--- config.mk ---
export PLATFORM = sky130hd
export DESIGN_NAME = strobe_port_router
export DESIGN_NICKNAME = d
export VERILOG_FILES = /design/src/rtl/strobe_router_pkg.sv /design/src/rtl/strobe_cfg_table.sv /design/src/rtl/strobe_port_merge.sv /design/src/rtl/strobe_port_router.sv
export SDC_FILE = /design/constraint.sdc
export NUM_CORES = 1
export LEC_CHECK = 0
export BUFFER_PORTS_ARGS = -buffer_cell sky130_fd_sc_hd__clkbuf_2
export CELL_PAD_IN_SITES_DETAIL_PLACEMENT = 1
export CELL_PAD_IN_SITES_GLOBAL_PLACEMENT = 1
export CORE_AREA = 2 2 160 162
export CTS_CLUSTER_SIZE = 40
export DETAILED_ROUTE_END_ITERATION = 10
export DIE_AREA = 0 0 162 164
export HOLD_SLACK_MARGIN = 0.02
export PLACE_DENSITY = 0.9
export SYNTH_ARGS = -nofsm -noshare
export SYNTH_HDL_FRONTEND = slang
export SYNTH_SLANG_ARGS = --single-unit
--- constraint.sdc ---
create_clock -name clk -period 6.2 [get_ports clk]
set_clock_uncertainty 0.05 [all_clocks]
set_input_delay 0.31 -clock clk [delete_from_list [all_inputs] [get_ports clk]]
set_output_delay 0.31 -clock clk [all_outputs]
set_load 0.01 [all_outputs]
--- src/rtl/strobe_router_pkg.sv ---
package strobe_router_pkg;

  localparam int CTRL_W   = 16;
  localparam int EN_POS   = 15;
  localparam int PORT_LSB = 8;
  localparam int IDX_LSB  = 0;

  // field extraction, fixed 8-bit results; callers size them down
  function automatic logic [7:0] ctrl_index(input logic [CTRL_W-1:0] d);
    return {2'b00, d[IDX_LSB +: 6]};
  endfunction

  function automatic logic [7:0] ctrl_port(input logic [CTRL_W-1:0] d);
    return {2'b00, d[PORT_LSB +: 6]};
  endfunction

  function automatic logic ctrl_enable(input logic [CTRL_W-1:0] d);
    return d[EN_POS];
  endfunction

  function automatic logic [CTRL_W-1:0] ctrl_pack(input logic en,
                                                   input logic [7:0] port,
                                                   input logic [7:0] idx);
    logic [CTRL_W-1:0] w;
    w = '0;
    w[EN_POS] = en;
    w[PORT_LSB +: 6] = port[5:0];
    w[IDX_LSB +: 6] = idx[5:0];
    return w;
  endfunction

endpackage

--- src/rtl/strobe_cfg_table.sv ---
module strobe_cfg_table #(
  parameter int NUM_SIG = 64,
  parameter int SEL_W   = 6,
  parameter int PSEL_W  = 2
) (
  input  logic                      clk,
  input  logic                      rst_n,
  input  logic                      upd,
  input  logic [SEL_W-1:0]          upd_idx,
  input  logic                      upd_en,
  input  logic [PSEL_W-1:0]         upd_port,
  output logic [NUM_SIG-1:0]        en_vec,
  output logic [NUM_SIG*PSEL_W-1:0] port_flat,
  output logic [NUM_SIG-1:0]        entry_we
);

  genvar gi;
  generate
    for (gi = 0; gi < NUM_SIG; gi++) begin : g_entry
      assign entry_we[gi] = upd && (upd_idx == SEL_W'(gi));

      always_ff @(posedge clk or negedge rst_n) begin
        if (!rst_n) begin
          en_vec[gi]                    <= 1'b0;
          port_flat[gi*PSEL_W +: PSEL_W] <= '0;
        end else if (entry_we[gi]) begin
          en_vec[gi]                    <= upd_en;
          port_flat[gi*PSEL_W +: PSEL_W] <= upd_port;
        end
      end
    end
  endgenerate

endmodule

--- src/rtl/strobe_port_merge.sv ---
module strobe_port_merge #(
  parameter int NUM_SIG  = 64,
  parameter int NUM_PORT = 4,
  parameter int PSEL_W   = 2
) (
  input  logic                      clk,
  input  logic                      rst_n,
  input  logic [NUM_SIG-1:0]        sig_in,
  input  logic [NUM_SIG-1:0]        en_vec,
  input  logic [NUM_SIG*PSEL_W-1:0] port_flat,
  output logic [NUM_PORT-1:0]       port_out,
  output logic [NUM_PORT-1:0]       port_has_src
);

  logic [NUM_PORT-1:0] merged;

  genvar gp;
  generate
    for (gp = 0; gp < NUM_PORT; gp++) begin : g_port
      always_comb begin
        merged[gp]       = 1'b0;
        port_has_src[gp] = 1'b0;
        for (int s = 0; s < NUM_SIG; s++) begin
          if (en_vec[s] && (port_flat[s*PSEL_W +: PSEL_W] == PSEL_W'(gp))) begin
            port_has_src[gp] = 1'b1;
            merged[gp]       = merged[gp] | sig_in[s];
          end
        end
      end
    end
  endgenerate

  // single register stage for all pins: equal latency
  always_ff @(posedge clk or negedge rst_n) begin
    if (!rst_n) port_out <= '0;
    else        port_out <= merged;
  end

endmodule

--- src/rtl/strobe_port_router.sv ---
module strobe_port_router
  import strobe_router_pkg::*;
#(
  parameter int NUM_SIG  = 64,
  parameter int NUM_PORT = 4
) (
  input  logic                clk,
  input  logic                rst_n,
  input  logic                wr_en,
  input  logic [1:0]          wr_be,
  input  logic [15:0]         wr_data,
  output logic [15:0]         rd_data,
  input  logic                single_chan,
  input  logic [NUM_SIG-1:0]  strobe_in,
  output logic [NUM_PORT-1:0] strobe_out
);

  localparam int SEL_W    = (NUM_SIG  > 1) ? $clog2(NUM_SIG)  : 1;
  localparam int PSEL_W   = (NUM_PORT > 1) ? $clog2(NUM_PORT) : 1;
  localparam int CHB_BASE = NUM_SIG / 2;

  logic                      full_wr;
  logic [SEL_W-1:0]          wr_idx;
  logic [PSEL_W-1:0]         wr_port;
  logic                      wr_enable;
  logic [SEL_W-1:0]          last_idx;
  logic [NUM_SIG-1:0]        en_vec;
  logic [NUM_SIG*PSEL_W-1:0] port_flat;
  logic [NUM_SIG-1:0]        entry_we;
  logic [NUM_SIG-1:0]        chb_mask;
  logic [NUM_SIG-1:0]        eff_in;
  logic [NUM_PORT-1:0]       port_has_src;

  assign full_wr   = wr_en && (wr_be == 2'b11);
  assign wr_idx    = SEL_W'(ctrl_index(wr_data));
  assign wr_port   = PSEL_W'(ctrl_port(wr_data));
  assign wr_enable = ctrl_enable(wr_data);

  always_ff @(posedge clk or negedge rst_n) begin
    if (!rst_n)       last_idx <= '0;
    else if (full_wr) last_idx <= wr_idx;
  end

  always_comb begin
    rd_data = '0;
    if (int'(last_idx) < NUM_SIG)
      rd_data = ctrl_pack(en_vec[last_idx],
                          8'(port_flat[int'(last_idx)*PSEL_W +: PSEL_W]),
                          8'(last_idx));
  end

  genvar gs;
  generate
    for (gs = 0; gs < NUM_SIG; gs++) begin : g_chb
      if (gs >= CHB_BASE) begin : g_b
        assign chb_mask[gs] = 1'b1;
      end else begin : g_a
        assign chb_mask[gs] = 1'b0;
      end
    end
  endgenerate

  assign eff_in = single_chan ? (strobe_in & ~chb_mask) : strobe_in;

  strobe_cfg_table #(
    .NUM_SIG(NUM_SIG), .SEL_W(SEL_W), .PSEL_W(PSEL_W)
  ) u_table (
    .clk(clk), .rst_n(rst_n), .upd(full_wr), .upd_idx(wr_idx),
    .upd_en(wr_enable), .upd_port(wr_port),
    .en_vec(en_vec), .port_flat(port_flat), .entry_we(entry_we)
  );

  strobe_port_merge #(
    .NUM_SIG(NUM_SIG), .NUM_PORT(NUM_PORT), .PSEL_W(PSEL_W)
  ) u_merge (
    .clk(clk), .rst_n(rst_n), .sig_in(eff_in), .en_vec(en_vec),
    .port_flat(port_flat), .port_out(strobe_out), .port_has_src(port_has_src)
  );

endmodule

## Word level (Yosys, flattened, before mapping)

Index checks and enable logic that the tools add are counted.

| storage, ports and cells | value |
|---|---|
| memory bits (writable) | 0 |
| output and inout port bits | 20 |
| logic and storage cells | 1285 |
| flip-flop bits (word level) | 202 |
| latch bits | 0 |
| bits in read-only memories | 0 |
| memories kept | 0 |

| cells by class | value |
|---|---|
| equality and inequality tests | 256 |
| multiplexer cells | 259 |
| shifts and indexed selects | 1 |
| bitwise logic cells | 252 |
| $add $sub $neg | 0 |
| reduce and logical (&&, ||, !) cells | 386 |
| magnitude comparators | 1 |
| $mul | 0 |
| div/mod/pow operators | 0 |

Operator list:

| kind | count |
|---|---|
| 1-bit logical AND | 321 |
| 2-bit equality test, second input constant | 129 |
| 1-bit two-way mux | 257 |
| 1-bit bitwise OR | 252 |
| 6-bit equality test, second input constant | 32 |
| 2-bit by 1-bit equality test with 1-bit output, second input constant | 64 |
| 2-bit zero test | 64 |
| 128-bit by 8-bit variable part select with 2-bit output | 1 |
| 6-bit by 5-bit equality test with 1-bit output, second input constant | 16 |
| 64-bit two-way mux | 1 |
| 6-bit by 4-bit equality test with 1-bit output, second input constant | 8 |
| 6-bit by 3-bit equality test with 1-bit output, second input constant | 4 |
| 6-bit by 2-bit equality test with 1-bit output, second input constant | 2 |
| 6-bit by 7-bit less-than comparator with 1-bit output, second input constant | 1 |
| 1-bit binary-select mux with 6-bit select | 1 |
| 6-bit by 1-bit equality test with 1-bit output, second input constant | 1 |
| 6-bit zero test | 1 |

## Longest topological paths before layout

| depth | value |
|---|---|
| depth in word-level cells | 129 |
| mapped depth | 9 |
| depth with buffers taken out | 5 |

## Hierarchy

A second synthesis with hierarchy kept.

| unflattened totals | value |
|---|---|
| cell total of the unflattened synthesis | 1515 |
| area total of the unflattened synthesis | 14915.6 um^2 |

By module, submodules not included:

| module | cells each | area each (um^2) | seq. area each (um^2) | times used |
|---|---|---|---|---|
| strobe_cfg_table | 545 | 7835.0 | 4804.6 | 1 |
| strobe_port_merge | 750 | 4758.3 | 100.1 | 1 |
| strobe_port_router | 220 | 2322.2 | 150.1 | 1 |

## Worst setup path before layout

No wires, ideal clock.

| timing | value |
|---|---|
| kind | register to output |
| from | register last_idx[0] |
| to | output port rd_data[8] |
| arrival | 2188 ps |
| stages on the path, launching flop included | 8 |
| data required time | 5840 ps |
| buffers on the path | 3 |
| slack | 3652 ps |
| cells stage by stage | dfrtp_1 > buf_2 > buf_2 > buf_2 > mux4_2 > o221ai_1 > o21ai_0 > a21o_1 |

| on the way | value |
|---|---|
| longest elaborated chain between the ends | 1 |

RTL lines:

| item | line | source |
|---|---|---|
| from (decl) | strobe_port_router.sv:26 | `logic [SEL_W-1:0] last_idx;` |
| from (signal assigned) | strobe_port_router.sv:41 | `else if (full_wr) last_idx <= wr_idx;` |
| 128-bit by 8-bit variable part select with 2-bit output | strobe_port_router.sv:48 | `8'(port_flat[int'(last_idx)*PSEL_W +: PSEL_W]),` |
| to (decl) | strobe_port_router.sv:12 | `output logic [15:0] rd_data,` |

No other way between the ends.

## Final worst setup path

| timing | value |
|---|---|
| from | register last_idx[0] |
| to | output port rd_data[15] |

| on the way | value |
|---|---|
| longest elaborated chain between the ends | 2 |

RTL lines:

| item | line | source |
|---|---|---|
| 1-bit binary-select mux with 6-bit select | strobe_port_router.sv:47 | `rd_data = ctrl_pack(en_vec[last_idx],` |
| 1-bit two-way mux (implied by the code) | strobe_port_router.sv:47 |  |

No other way between the ends. The select of a mux whose other input is x is not followed.

==> impl_metrics.py <==
metrics = {
    "critical_path": {
        "cp-end-kind": "output port",
        "slowest_delay_ps": 800,
        "critPathRequiredTime_ps": 5840,
        "startpoint_type": "flip-flop",
        "critical_path_arrival_ps": 3470,
        "cpMaxStageDelayCell": "dfrtp_2",
        "critPathKind": "flip-flop to output port",
        "worst-path-max-fanout": 23,
        "cp_num_buf_inv": 2,
        "rr_worst_depth": 5,
        "reg2reg_slack_ps": 3710,
        "timing.rr.start": "u_table.port_flat[21]$_DFFE_PN0P_",
        "critPathTopFamily": "flip-flops",
        "path_cells": "buf_4 -> mux4_2 -> nor2b_1 -> a211oi_1 -> nor3_1 -> a21o_1 -> clkbuf_2",
        "r2r_end": "u_merge.port_out[2]$_DFF_PN0_",
    },
    "placed_design": {
        "port_buffers": 91,
        "dp_hpwl_mm": 35.2,
        "pre_cts_slack_ps": 2900,
        "globalplace.congestion": 1.04,
    },
    "sta": {
        "rsz0062_at_grt": "false",
        "tns_ps": 0,
        "timing.final.crit_share_pct": 61.8,
        "max_freq_mhz": 261,
        "tightest_slew_ps": 1010,
        "drv_slew": 0,
        "hold_viol": 0,
        "finalSetupViolCount": 0,
        "fin_crit_ps": 3830,
        "max_slew_margin_pct": 32.1,
        "layout_setup_ws_ps": 2370,
    },
    "synth": {
        "synthSimpleGateAreaFrac_pct": 19.4,
        "ys_async_sr_fraction_pct": 100,
        "synthXorXnorAreaFrac_pct": 0,
        "syn_inst": 1109,
        "synth-seq-cells": 202,
        "synth_compound_gate_area_share_pct": 8.78,
        "synthAdderAreaFrac_pct": 0,
        "synth_area_um2": 12300,
        "synth_edf_count": 0,
        "ys_seq_area_share_pct": 41.2,
        "syn_avg_cell_area_um2": 11.1,
        "synthMuxAreaShare_pct": 26.6,
        "synth_top_family_by_area": "multiplexers",
        "synth_warnings": 0,
        "synth_cell_types": 63,
        "synth_flop_cell": "dfrtp_1",
    },
    "drt": {
        "firstDrtPassIters": 5,
        "wl_mm": 47.1,
        "vias_per_cell": 7.00,
        "ant_nets": 0,
        "drtIter0Drc": 1275,
        "via_count": 10700,
        "avgRoutedWirePerCell_um": 30.9,
        "drc": 0,
    },
    "cells_and_area": {
        "diodes": 0,
        "layout_commonest_cell": "dfrtp_1",
        "layout.nets": 1265,
        "layout-drive-gt1-share_pct": 33.7,
        "area_delta_synth_final_pct": 11.8,
        "mostFrequentLayoutCells": "dfrtp_1 (200), mux2_2 (197), nand2_1 (99)",
        "final_util_pct": 55.2,
    },
    "cts": {
        "cts_root_buf": "clkbuf_16",
        "cts.sinks": 202,
        "numCtsBuffers": 23,
        "clkTransAtPathRegs_ps": 60,
        "cts_resized": 0,
        "clk-insertion-delay-late_ps": 520,
        "cts_tree": "yes",
        "cts_buffer_depth": 3,
        "htreeDepth": 1,
    },
    "power": {
        "power.switching_mw": 1.03,
        "p_sw_share_pct": 29.6,
        "combPwrFrac_pct": 15.2,
        "p_per_area_nw_per_um2": 253,
        "power.total_mw": 3.46,
        "p_leak_nw": 5.96,
        "internal-power_mw": 2.44,
        "power_frac_clock_pct": 40.0,
        "peakVddDrop_uv": 268,
        "p_seq_share_pct": 44.8,
    },
    "hold_path": {
        "hp-start": "wr_data[4]",
        "hold_class": "input pin to flip-flop",
        "hold_path_depth": 2,
        "holdPathEnd": "last_idx[4]$_DFFE_PN0P_",
    },
    "floorplan": {
        "die_area_um2": 26600,
        "die_x_um": 162,
        "core.rowCount": 58,
        "initial_core_util_pct": 49.4,
        "die_h_um": 164,
        "num_io_pins": 106,
        "core_um2": 24800,
    },
    "global_routing": {
        "grt_overflow_total": 0,
        "antenna_found_initial": 0,
        "grt_pass1_wl_mm": 70.7,
        "grt_pass1_vias": 11000,
        "grt_use_total_pct": 35.8,
        "grt_max_degree": 75,
    },
    "status": {
        "outcome": "complete, no violations",
    },
    "run": {
        "max-cap-violations": 0,
    },
}
[final cells by class]
cell class | count | area, um2
Clock buffer | 28 | 634
Clock inverter | 12 | 123
Fill cell | 2644 | 11100
Inverter | 48 | 180
Multi-Input combinational cell | 802 | 6750
Sequential cell | 202 | 5060
Tap cell | 330 | 413
Timing Repair Buffer | 102 | 552
[layer usage]
metal	global-route usage (%)	vias up	share of wire, %
li1	-	4417	-
met5	0	-	0
met4	14.0	0	4.9
met1	45.5	5437	39
met3	6.92	152	8.7
met2	60.9	660	48
[synth_stat cells (7+ instances only)]
library cell | number | area (um2)
nor2b_1 | 9 | 56.3
o2bb2ai_1 | 10 | 87.6
clkbuf_1 | 43 | 161
nand4b_1 | 27 | 236
nand3b_1 | 7 | 52.6
o32ai_1 | 15 | 131
nor3_1 | 41 | 205
nor4_1 | 18 | 113
buf_2 | 7 | 35.0
nor3b_1 | 7 | 52.6
nand2_1 | 99 | 372
nand4_1 | 32 | 200
and4b_1 | 11 | 110
o22ai_1 | 27 | 169
nand3_1 | 47 | 235
dfrtp_1 | 202 | 5050
and4bb_2 | 13 | 163
nor2_1 | 53 | 199
inv_1 | 48 | 180
a32oi_1 | 7 | 61.3
o21ai_0 | 19 | 95.1
mux4_2 | 45 | 1010
a22oi_1 | 11 | 82.6
mux2_2 | 197 | 2220
buf_4 | 7 | 52.6
o2111ai_1 | 7 | 61.3
[what timing repair did]
action	4_1_cts	5_1_grt
hold buffers	2	0
endpoints found under the hold margin	68	0
buffers inserted	0	0
endpoints found under the setup margin	0	0
[worst register-to-register path, stage by stage (launching register included)]
cell and delay [ps]:
dfrtp_1 470, and4b_1 290, a2111oi_4 340, nand4_1 220
nand4b_1 400, or4_1 610
[power by group through the flow]
stage               Combinational [mW]  Clock, mW  Sequential, mW
finish                           0.527       1.39            1.55
floorplan                        0.352          0            1.48
global route                     0.556       1.45            1.56
detailed placement               0.511          0            1.57
global placement                 0.493          0            1.56
CTS                              0.520       1.40            1.54
[stage by stage]
stage	cell area, um2	hold slack (ps)	instances
finish	13700	59.1	1524
global route	13700	72.4	1524
global placement	12900	285	1482
CTS	13700	46.5	1524
floorplan	12300	-35.6	1115
detailed placement	12900	298	1482
[logic make-up after synthesis]
kind of cell / Yosys count
flops: 202
compound gates: 140
simple gates: 410
mux: 245
other cells: 1
buf+inv: 111
[sequential cells by signal, indices dropped and copies added (netlist names)]
| name | flops |
|---|---|
| u_table.port_flat | 128 |
| u_table.en_vec | 64 |
| last_idx | 6 |
| u_merge.port_out | 4 |
[how the worst max path moves through the flow]
stage,start,to,slack [ps],cells past startpoint
2_1_floorplan,last_idx[0]$_DFFE_PN0P_,rd_data[8],3650,7
3_3_place_gp,last_idx[0]$_DFFE_PN0P_,rd_data[15],2980,7
4_1_cts,last_idx[0]$_DFFE_PN0P_,rd_data[15],2330,7
3_5_place_dp,last_idx[0]$_DFFE_PN0P_,rd_data[15],2900,7
6_report,last_idx[0]$_DFFE_PN0P_,rd_data[15],2370,7
5_1_grt,last_idx[0]$_DFFE_PN0P_,rd_data[15],2200,7
Power figures use the tool's default switching activity.
